--- config.mk ---
export PLATFORM = sky130hd
export DESIGN_NAME = auto_level_ctrl
export DESIGN_NICKNAME = d
export VERILOG_FILES = /design/src/rtl/alc_pkg.sv /design/src/rtl/alc_scale.sv /design/src/rtl/alc_chan.sv /design/src/rtl/alc_lockout.sv /design/src/rtl/auto_level_ctrl.sv
export SDC_FILE = /design/constraint.sdc
export NUM_CORES = 2
export LEC_CHECK = 0
export BUFFER_PORTS_ARGS = -buffer_cell sky130_fd_sc_hd__buf_2
export CAP_MARGIN = 5
export CORE_ASPECT_RATIO = 1.25
export CORE_MARGIN = 4
export CORE_UTILIZATION = 53
export CTS_BUF_LIST = sky130_fd_sc_hd__clkbuf_16
export DETAILED_ROUTE_END_ITERATION = 7
export GPL_ROUTABILITY_DRIVEN = 1
export GPL_TIMING_DRIVEN = 0
export PLACE_DENSITY_LB_ADDON = 0.12
export REMOVE_ABC_BUFFERS = 1
export SLEW_MARGIN = 20
export SYNTH_ARGS = -nofsm -noshare
export SYNTH_HDL_FRONTEND = slang
export SYNTH_HIERARCHICAL = 1
export SYNTH_SLANG_ARGS = --single-unit
export TNS_END_PERCENT = 10
--- constraint.sdc ---
create_clock -name clk -period 32.9 [get_ports clk]
set_input_delay 3.29 -clock clk [delete_from_list [all_inputs] [get_ports clk]]
set_output_delay 3.29 -clock clk [all_outputs]
set_load 0.01 [all_outputs]
--- src/rtl/alc_pkg.sv ---
package alc_pkg;
  typedef logic [7:0] gcode_t;

  localparam int CODE_BIAS  = 15;
  localparam int SHIFT_BASE = 25;
  localparam int MANT_W     = 16;

  // Q15 mantissa 2^(k/16), k = 0..15
  function automatic logic [MANT_W-1:0] mant_of(input logic [3:0] k);
    logic [MANT_W-1:0] m;
    case (k)
      4'd0:  m = 16'd32768;
      4'd1:  m = 16'd34219;
      4'd2:  m = 16'd35734;
      4'd3:  m = 16'd37316;
      4'd4:  m = 16'd38968;
      4'd5:  m = 16'd40693;
      4'd6:  m = 16'd42495;
      4'd7:  m = 16'd44376;
      4'd8:  m = 16'd46341;
      4'd9:  m = 16'd48393;
      4'd10: m = 16'd50535;
      4'd11: m = 16'd52773;
      4'd12: m = 16'd55109;
      4'd13: m = 16'd57549;
      4'd14: m = 16'd60097;
      default: m = 16'd62757;
    endcase
    return m;
  endfunction
endpackage

--- src/rtl/alc_scale.sv ---
module alc_scale
  import alc_pkg::*;
#(
  parameter int W = 16
) (
  input  logic signed [W-1:0] din,
  input  gcode_t              code,
  output logic signed [W-1:0] dout,
  output logic        [W-1:0] mag
);
  localparam int PW = W + MANT_W + 1;
  localparam logic signed [W-1:0] SMAX = {1'b0, {(W-1){1'b1}}};
  localparam logic signed [W-1:0] SMIN = {1'b1, {(W-1){1'b0}}};

  logic        [8:0]    t;
  logic        [4:0]    ex;
  logic signed [PW-1:0] a_ext, m_ext, prod, shd;

  always_comb begin
    t     = {1'b0, code} + 9'(CODE_BIAS);
    ex    = t[8:4];
    a_ext = PW'(din);
    m_ext = PW'($signed({1'b0, mant_of(t[3:0])}));
    prod  = a_ext * m_ext;
    shd   = prod >>> (5'(SHIFT_BASE) - ex);
    if (code == '0)            dout = '0;
    else if (shd > PW'(SMAX))  dout = SMAX;
    else if (shd < PW'(SMIN))  dout = SMIN;
    else                       dout = shd[W-1:0];
    mag = dout[W-1] ? W'(-dout) : W'(dout);
  end
endmodule

--- src/rtl/alc_chan.sv ---
module alc_chan
  import alc_pkg::*;
#(
  parameter int W     = 16,
  parameter int CNT_W = 10
) (
  input  logic                clk,
  input  logic                rst,
  input  logic                act,
  input  logic                valid,
  input  logic signed [W-1:0] din,
  input  gcode_t              man_code,
  input  gcode_t              ref_code,
  input  logic [W-2:0]        thr,
  input  logic [1:0]          atk_sel,
  input  logic [1:0]          rec_sel,
  input  logic                fast_en,
  input  logic [1:0]          fast_sel,
  input  logic [CNT_W-1:0]    tmo_last,
  output gcode_t              gain,
  output logic signed [W-1:0] dout
);
  logic signed [W-1:0] scaled;
  logic        [W-1:0] mag;
  logic                over, zc, upd, pend, psign;
  logic [CNT_W-1:0]    cnt;
  logic [2:0]          atk;
  logic [6:0]          rstep;
  logic [8:0]          up_sum;
  gcode_t              next_gain;

  alc_scale #(.W(W)) u_scale (
    .din  (din),
    .code (gain),
    .dout (scaled),
    .mag  (mag)
  );

  always_comb begin
    over   = mag > {1'b0, thr};
    zc     = din[W-1] != psign;
    upd    = zc || (cnt == tmo_last);
    atk    = {1'b0, atk_sel} + 3'd1;
    rstep  = {5'd0, rec_sel} + 7'd1;
    if (fast_en && fast_sel != 2'd3)
      rstep = rstep << (3'd2 + {1'b0, fast_sel});
    up_sum    = {1'b0, gain} + {2'b0, rstep};
    next_gain = gain;
    if (pend || over) begin
      if (gain > {5'd0, atk})  next_gain = gain - {5'd0, atk};
      else if (gain != '0)     next_gain = 8'd1;
    end else if (gain < ref_code) begin
      next_gain = (up_sum > {1'b0, ref_code}) ? ref_code : up_sum[7:0];
    end
  end

  always_ff @(posedge clk) begin
    if (rst) begin
      gain  <= '0;
      dout  <= '0;
      cnt   <= '0;
      pend  <= 1'b0;
      psign <= 1'b0;
    end else begin
      if (valid) begin
        dout  <= scaled;
        psign <= din[W-1];
      end
      if (!act) begin
        gain <= man_code;
        cnt  <= '0;
        pend <= 1'b0;
      end else if (valid) begin
        if (upd) begin
          gain <= next_gain;
          cnt  <= '0;
          pend <= 1'b0;
        end else begin
          cnt  <= cnt + 1'b1;
          pend <= pend | over;
        end
      end
    end
  end
endmodule

--- src/rtl/alc_lockout.sv ---
module alc_lockout #(
  parameter int CNT_W = 10
) (
  input  logic             clk,
  input  logic             rst,
  input  logic             en,
  input  logic             valid,
  input  logic [CNT_W-1:0] tmo_last,
  output logic             act
);
  logic [CNT_W:0] left;
  logic           act_q;

  assign act = en && (left == '0) && !rst;

  always_ff @(posedge clk) begin
    if (rst) begin
      left  <= '0;
      act_q <= 1'b0;
    end else begin
      act_q <= act;
      if (act_q && !en)
        left <= {1'b0, tmo_last} + 1'b1;
      else if (valid && left != '0)
        left <= left - 1'b1;
    end
  end
endmodule

--- src/rtl/auto_level_ctrl.sv ---
module auto_level_ctrl #(
  parameter int W        = 16,
  parameter int TMO_BASE = 128
) (
  input  logic                clk,
  input  logic                rst,
  input  logic                en,
  input  logic                samp_valid,
  input  logic signed [W-1:0] samp_l,
  input  logic signed [W-1:0] samp_r,
  input  logic [7:0]          man_code,
  input  logic [7:0]          ref_code,
  input  logic [W-2:0]        lim_thresh,
  input  logic [1:0]          atk_step,
  input  logic [1:0]          rec_step,
  input  logic [1:0]          tmo_sel,
  input  logic                fast_en,
  input  logic [1:0]          fast_sel,
  output logic                out_valid,
  output logic signed [W-1:0] out_l,
  output logic signed [W-1:0] out_r,
  output logic [7:0]          gain_l,
  output logic [7:0]          gain_r
);
  localparam int CNT_W = $clog2(TMO_BASE * 8);
  localparam int NCH   = 2;

  logic [CNT_W-1:0]    tmo_last;
  logic                act;
  logic signed [W-1:0] din_a  [NCH];
  logic signed [W-1:0] dout_a [NCH];
  logic [7:0]          gain_a [NCH];

  assign tmo_last = CNT_W'((TMO_BASE << tmo_sel) - 1);
  assign din_a[0] = samp_l;
  assign din_a[1] = samp_r;

  alc_lockout #(.CNT_W(CNT_W)) u_lock (
    .clk      (clk),
    .rst      (rst),
    .en       (en),
    .valid    (samp_valid),
    .tmo_last (tmo_last),
    .act      (act)
  );

  for (genvar c = 0; c < NCH; c++) begin : g_ch
    alc_chan #(.W(W), .CNT_W(CNT_W)) u_chan (
      .clk      (clk),
      .rst      (rst),
      .act      (act),
      .valid    (samp_valid),
      .din      (din_a[c]),
      .man_code (man_code),
      .ref_code (ref_code),
      .thr      (lim_thresh),
      .atk_sel  (atk_step),
      .rec_sel  (rec_step),
      .fast_en  (fast_en),
      .fast_sel (fast_sel),
      .tmo_last (tmo_last),
      .gain     (gain_a[c]),
      .dout     (dout_a[c])
    );
  end

  always_ff @(posedge clk) begin
    if (rst) out_valid <= 1'b0;
    else     out_valid <= samp_valid;
  end

  assign out_l  = dout_a[0];
  assign out_r  = dout_a[1];
  assign gain_l = gain_a[0];
  assign gain_r = gain_a[1];
endmodule

## Word level (Yosys, flattened, before mapping)

Memory sizes are Yosys's and may differ from the RTL's.
Index checks and enable logic that the tools add are counted.

- Memories kept: 2
- Logic and storage cells: 118
- Bits of input ports: 76
- Bits in registers: 85
- Output and inout bits: 49
- Bits in read-only memories: 480

Memories:

| memory | words | width | rd ports | clocked after memory_dff | write ports | line | RTL |
|---|---|---|---|---|---|---|---|
| (no name shown) | 16 | 15 | 1 | 0 | 0 | alc_pkg.sv:11 | `case (k)` |
| (no name shown) | 16 | 15 | 1 | 0 | 0 | alc_pkg.sv:11 |  |

- Reductions and logical operators: 21
- Multiplexer cells: 31
- Bitwise operators: 3
- Multipliers: 2
- Shift-type cells: 4
- Equal/unequal tests: 12
- $lt $le $gt $ge: 12
- Add/sub/neg operators: 18

Operators by type and width:

| kind | count |
|---|---|
| 16-bit two-way mux | 8 |
| 8-bit two-way mux | 16 |
| 33-bit by 16-bit > comparator with 1-bit output (second input constant) | 2 |
| 33-bit by 16-bit < comparator with 1-bit output (second input constant) | 2 |
| 16-bit by 17-bit multiplier with 33-bit output | 2 |
| 33-bit by 5-bit >>> shifter with 33-bit output | 2 |
| 16-bit by 15-bit > comparator with 1-bit output | 2 |
| 16-bit negation | 2 |
| 11-bit two-way mux | 2 |
| 10-bit by 1-bit adder with 10-bit output (second input constant) | 2 |
| 10-bit equality test | 2 |
| 10-bit two-way mux | 2 |
| 8-bit by 4-bit adder with 9-bit output (second input constant) | 2 |
| 8-bit by 7-bit adder with 9-bit output | 2 |
| 9-bit by 8-bit > comparator with 1-bit output | 2 |
| 8-bit by 3-bit > comparator with 1-bit output | 2 |
| 8-bit zero test | 2 |
| 8-bit < comparator | 2 |
| 8-bit nonzero test | 2 |
| 8-bit by 3-bit subtractor with 8-bit output | 2 |
| 10-bit by 1-bit adder with 11-bit output (second input constant) | 1 |
| 11-bit zero test | 1 |
| 11-bit nonzero test | 1 |
| 11-bit by 1-bit subtractor with 11-bit output (second input constant) | 1 |
| other kinds (22) | 39 |

## Longest topological paths before layout

An unclocked memory read counts as a cell.

- Depth in word-level cells: 16
- Gate-level depth with buffers: 57
- Gate-level depth less buffers: 50

## By module

The synthesis kept the hierarchy.

Modules (own cells, without submodules):

| module | cells an instance | instances | area each (um2) |
|---|---|---|---|
| alc_scale at g_ch[0].u_chan.u_scale | 1777 | 1 | 13400.4 |
| alc_scale at g_ch[1].u_chan.u_scale | 1755 | 1 | 13270.2 |
| alc_chan | 380 | 2 | 3160.5 |
| alc_lockout | 106 | 1 | 865.8 |
| auto_level_ctrl | 6 | 1 | 47.5 |

## Least setup slack after synthesis

Ideal clock, no wire load.

- Path type: input-to-reg
- Start point: in samp_l[15]
- End point: reg g_ch[0].u_chan.gain[3]
- Path slack: 19549 ps
- Required time: 32820 ps
- Stages: 40
- Data arrival time: 13272 ps
- Path buffers: 4
- Cell sequence: inv_1 -> clkbuf_1 -> nor2_1 -> fa_1 -> inv_1 -> fa_1 -> fa_1 -> fa_1 -> fa_1 -> inv_1 -> fa_1 -> ha_1 -> buf_4 -> nand4_1 -> nor3_1 -> a21boi_2 -> nor2_1 -> a311o_1 -> (+4 left out) -> a2111oi_2 -> a41oi_2 -> or2_1 -> buf_6 -> o21a_1 -> ha_1 -> o211ai_1 -> o21ai_0 -> xnor2_1 -> ha_1 -> nand4_1 -> nor4_2 -> inv_1 -> or4_4 -> a31o_1 -> or3_1 -> buf_6 -> o221ai_2

- Word-level cells in the longest chain between the ends: 14
- Elaborated cells on any way between the ends: 21
- Classes of those cells: add/sub: 1; mul: 1; order compare: 3; eq/ne: 4; shift: 1; mux: 8; reduce/logical: 3

Ends and longest elaborated chain:

| what | line | RTL |
|---|---|---|
| from (decl) | auto_level_ctrl.sv:9 | `input logic signed [W-1:0] samp_l,` |
| 16-bit by 17-bit multiplier with 33-bit output * | alc_scale.sv:24 | `prod = a_ext * m_ext;` |
| 33-bit by 5-bit >>> shifter with 33-bit output * | alc_scale.sv:25 | `shd = prod >>> (5'(SHIFT_BASE) - ex);` |
| 33-bit by 16-bit < comparator with 1-bit output | alc_scale.sv:28 | `else if (shd < PW'(SMIN)) dout = SMIN;` |
| 16-bit two-way mux | alc_scale.sv:28 |  |
| 16-bit two-way mux * | alc_scale.sv:27 | `else if (shd > PW'(SMAX)) dout = SMAX;` |
| 16-bit two-way mux * | alc_scale.sv:26 | `if (code == '0) dout = '0;` |
| 16-bit negation | alc_scale.sv:30 | `mag = dout[W-1] ? W'(-dout) : W'(dout);` |
| 16-bit two-way mux * | alc_scale.sv:30 |  |
| net g_ch[0].u_chan.mag[10] | alc_chan.sv:24 | `logic [W-1:0] mag;` |
| 16-bit by 15-bit > comparator with 1-bit output * | alc_chan.sv:40 | `over = mag > {1'b0, thr};` |
| 1-bit logical OR * | alc_chan.sv:49 | `if (pend \|\| over) begin` |
| 8-bit two-way mux | alc_chan.sv:49 |  |
| 8-bit two-way mux | alc_chan.sv:74 | `if (upd) begin` |
| 8-bit two-way mux | alc_chan.sv:73 | `end else if (valid) begin` |
| 8-bit two-way mux | alc_chan.sv:69 | `if (!act) begin` |
| to (signal assigned) | alc_chan.sv:70 | `gain <= man_code;` |
| to (signal assigned) | alc_chan.sv:75 | `gain <= next_gain;` |
| to (decl) | alc_chan.sv:20 | `output gcode_t gain,` |

The timed path passes the listed nets; every way through them passes the cells marked *. The select of a mux whose other input is x is not followed.
A chain may end at the register's enable or synchronous reset.

## Final worst setup path

- Start point: in samp_l[15]
- End point: reg g_ch[0].u_chan.gain[4]

The elaborated chain is that of the path after synthesis.

==> results.py <==
metrics = {
    "run_status": {
        "outcome": "finished, final reports clean",
    },
    "die": {
        "dieArea_mm2": 0.06811,
        "floorplan.io_pins": 125,
        "chipHeight_um": 290.8,
        "num_rows": 103,
        "die_width_um": 234.2,
        "start_util_pct": 53.58,
        "core_region_area_mm2": 0.06328,
    },
    "clocking": {
        "clock_insertion_delay_worst_skew_ps": 350,
        "cts.clk_slew.worst_paths_ps": 70,
        "cts_root_buf": "sky130_fd_sc_hd__clkbuf_16",
        "cts_tree": "built",
        "cts.hold.buffers_added": 0,
        "cts_buffer_depth": 2,
        "numClockSinks": 85,
        "post_cts_buffers": 0,
        "htree_num_levels": 3,
        "number_of_gates_resized_after_cts": 0,
        "cts_buf_count": 9,
    },
    "sta": {
        "final_min_period_ps": 15800,
        "drv_slew": 0,
        "final_min_period_over_clock_period_pct": 48.04,
        "tightest_slew_ps": 1190,
        "final_critical_path_setup_slack_ps": 17100,
        "final_hold_viol_count": 0,
        "rsz0062_at_grt": "false",
        "max_clock_skew_ps": 19.22,
        "final-setup-viol-count": 0,
        "max_clock_freq_mhz": 63.27,
        "relSlewSlack_pct": 20.52,
        "final_tns_setup_ps": 0,
    },
    "drt": {
        "via_per_inst": 5.999,
        "detail_route.wirelength_um": 103900,
        "route.vias.total": 31470,
        "avgRoutedWirePerCell_um": 19.81,
        "ant_nets": 0,
        "dr.pass1.iters": 5,
        "drc_errors": 0,
        "drt_iter0_markers": 2217,
    },
    "logic_synthesis": {
        "synth_warn": 6,
        "synth-edff-count": 0,
        "async_flop_share_pct": 0,
        "post_synth_inst_count": 4404,
        "postSynthAreaPerCell_um2": 7.699,
        "synth_cell_types": 118,
        "ys_seq_elements": 85,
        "synth.yosys.seq_area_share_pct": 5.019,
        "dominantRegCellSynth": "sky130_fd_sc_hd__dfxtp_1",
        "synthesis.area_mm2": 0.03391,
    },
    "cells_and_area": {
        "fill_cells": 6110,
        "area.growth.synth_to_final_pct": 5.532,
        "final_layout_size_suffix_gt1_share_pct": 7.617,
        "layout_commonest_cell": "sky130_fd_sc_hd__inv_1",
        "num-nets-final": 5209,
        "layout_common_cells": "sky130_fd_sc_hd__inv_1, sky130_fd_sc_hd__nand2_1, sky130_fd_sc_hd__fa_1",
    },
    "global_routing": {
        "vias_in_the_first_global_route": 31620,
        "largest_net_degree_at_the_start_of_global_routing": 56,
        "grt_pass1_wl_um": 169000,
        "grt_use_total_pct": 30.31,
        "grt_overflow": 0,
        "initial_antenna_violation_count": 11,
    },
    "critical_path": {
        "setup.worst_path.end_class": "flip-flop",
        "worstPathMaxFanout": 24,
        "required_ps": 33090,
        "r2r_depth": 43,
        "critPathSlowestCell": "sky130_fd_sc_hd__o2111ai_2",
        "critical_path.reg2reg.startpoint": "g_ch[0].u_chan/gain[0]$_SDFFE_PP0P_",
        "critical_path_arrival_ps": 15990,
        "worst_path_largest_cell_delay_ps": 720,
        "timing.rr.end": "g_ch[0].u_chan/gain[4]$_SDFFE_PP0P_",
        "worst_path_most_repeated_cell": "sky130_fd_sc_hd__fa_1",
        "reg2reg_slack_ps": 17180,
        "timing.setup.critical_path_class": "input pin to flip-flop",
        "critical_path.startpoint_type": "input pin",
    },
    "worst_hold_path": {
        "worst_hold_path.num_cells": 2,
        "hold_path_end": "g_ch[0].u_chan/dout[13]$_SDFFE_PP0P_",
        "hold_path_class": "flip-flop to flip-flop",
        "hold_path_start": "g_ch[0].u_chan/dout[13]$_SDFFE_PP0P_",
    },
    "place": {
        "place.gp.congestion": 0.9739,
        "post-place-ws_ps": 16880,
        "dpl.hpwl_um": 84520,
        "number_of_buffer_cells_added_on_primary_ports": 124,
    },
    "run": {
        "drv.max_cap_violation_count": 0,
    },
}
through the flow:
step	instances	hold slack, ps	utilization, %	area (µm²)
6_report	5246	487.9	56.55	35780
5_1_grt	5239	522.5	56.52	35760
4_1_cts	5238	493.9	56.51	35760
3_5_place_dp	5222	475.2	56.03	35450
3_3_place_gp	5189	470.7	54.89	34730
2_1_floorplan	4225	462.6	-	33060
metal layers:
layer | share of wire, % | up-vias | routed length, µm | global-route usage (%)
met2 | 48 | 1101 | 50380 | 52.41
met3 | 6.1 | 284 | 6312 | 3.637
met1 | 41 | 15230 | 42690 | 38.93
met4 | 4.4 | 4 | 4541 | 10.58
li1 | - | 14850 | - | -
met5 | 0.019 | - | 20 | 0
logic make-up after synthesis:
family                   after synthesis  synth area share (%)
XOR/XNOR                             131                 3.491
flip-flops                            85                 5.019
AND/OR/NAND/NOR                     1537                 22.58
adder cells (fa/ha/maj)              740                 36.03
other                                  1               0.01106
buffers and inverters                899                 10.46
AO/OA/AOI/OAI                        891                 18.36
multiplexers                         120                 4.041
worst max-delay path: cells and delay by family:
| kind | cells | cell delay, ps |
|---|---|---|
| buffers and inverters | 5 | 840 |
| adders and majority gates | 9 | 4440 |
| and+or+nand+nor | 8 | 2630 |
| AOI/OAI and AO/OA | 13 | 4640 |
| xor gates and xnor gates | 1 | 120 |
final cells by class:
cell class	count	area, µm²	share of cell area (%)
Antenna cell	8	20.02	0.05595
Multi-Input combinational cell	3461	29110	81.37
Clock inverter	7	77.57	0.2168
Timing Repair Buffer	157	1041	2.909
Sequential cell	85	1703	4.759
Tap cell	840	1051	2.937
Inverter	679	2549	7.123
Clock buffer	9	225.2	0.6294
Yosys cell counts, types with 14 or more instances:
cell / count / area, µm²
sky130_fd_sc_hd__and4_1: 16 / 140.1
sky130_fd_sc_hd__o21ai_0: 149 / 745.7
sky130_fd_sc_hd__buf_2: 44 / 220.2
sky130_fd_sc_hd__clkbuf_1: 144 / 540.5
sky130_fd_sc_hd__o21ai_1: 26 / 130.1
sky130_fd_sc_hd__a21o_1: 38 / 285.3
sky130_fd_sc_hd__o221ai_1: 25 / 219.0
sky130_fd_sc_hd__nand2b_1: 40 / 250.2
sky130_fd_sc_hd__nor4_1: 24 / 150.1
sky130_fd_sc_hd__a31oi_1: 31 / 193.9
sky130_fd_sc_hd__and2_1: 232 / 1451
sky130_fd_sc_hd__inv_1: 676 / 2537
sky130_fd_sc_hd__nand2_1: 462 / 1734
sky130_fd_sc_hd__or3_1: 26 / 162.7
sky130_fd_sc_hd__xnor2_1: 57 / 499.2
sky130_fd_sc_hd__mux2i_1: 88 / 880.8
sky130_fd_sc_hd__a21oi_1: 207 / 1036
sky130_fd_sc_hd__nor2b_1: 35 / 219.0
sky130_fd_sc_hd__fa_1: 394 / 7888
sky130_fd_sc_hd__ha_1: 346 / 4329
sky130_fd_sc_hd__o22ai_1: 24 / 150.1
sky130_fd_sc_hd__mux2_2: 19 / 214.0
sky130_fd_sc_hd__nor3_1: 96 / 480.5
sky130_fd_sc_hd__nor2_1: 345 / 1295
sky130_fd_sc_hd__buf_4: 18 / 135.1
sky130_fd_sc_hd__nand3_1: 79 / 395.4
sky130_fd_sc_hd__o211ai_1: 29 / 217.7
sky130_fd_sc_hd__xor2_1: 70 / 613.1
sky130_fd_sc_hd__a211o_1: 14 / 122.6
sky130_fd_sc_hd__and3_1: 36 / 225.2
sky130_fd_sc_hd__o21a_1: 30 / 225.2
sky130_fd_sc_hd__a22oi_1: 18 / 135.1
sky130_fd_sc_hd__nand4_1: 64 / 400.4
sky130_fd_sc_hd__dfxtp_1: 85 / 1702
sky130_fd_sc_hd__a211oi_1: 53 / 397.9
sky130_fd_sc_hd__o31ai_1: 14 / 105.1
flip-flops by register name (all words and copies together), names as in the netlist:
signal and flops:
g_ch.u_chan/dout 32, g_ch.u_chan/cnt 20, g_ch.u_chan/gain 16, u_lock/left 11
g_ch.u_chan/pend 2, g_ch.u_chan/psign 2, out_valid 1, u_lock/act_q 1
how the worst max path moves through the flow:
stage / from / endpoint / slack, ps / depth (start not counted)
CTS: samp_l[15] / g_ch[0].u_chan/gain[2]$_SDFFE_PP0P_ / 17230 / 36
detailed placement: samp_l[15] / g_ch[0].u_chan/gain[2]$_SDFFE_PP0P_ / 16880 / 36
finish: samp_l[15] / g_ch[0].u_chan/gain[4]$_SDFFE_PP0P_ / 17100 / 36
global route: g_ch[0].u_chan/gain[0]$_SDFFE_PP0P_ / g_ch[0].u_chan/gain[4]$_SDFFE_PP0P_ / 16230 / 43
floorplan: samp_l[15] / g_ch[0].u_chan/gain[3]$_SDFFE_PP0P_ / 19180 / 35
global placement: g_ch[0].u_chan/gain[1]$_SDFFE_PP0P_ / g_ch[0].u_chan/gain[2]$_SDFFE_PP0P_ / 16010 / 40
Power is not shown: default switching activity piles up to over one toggle a cycle in this logic, so the estimate is an artifact.
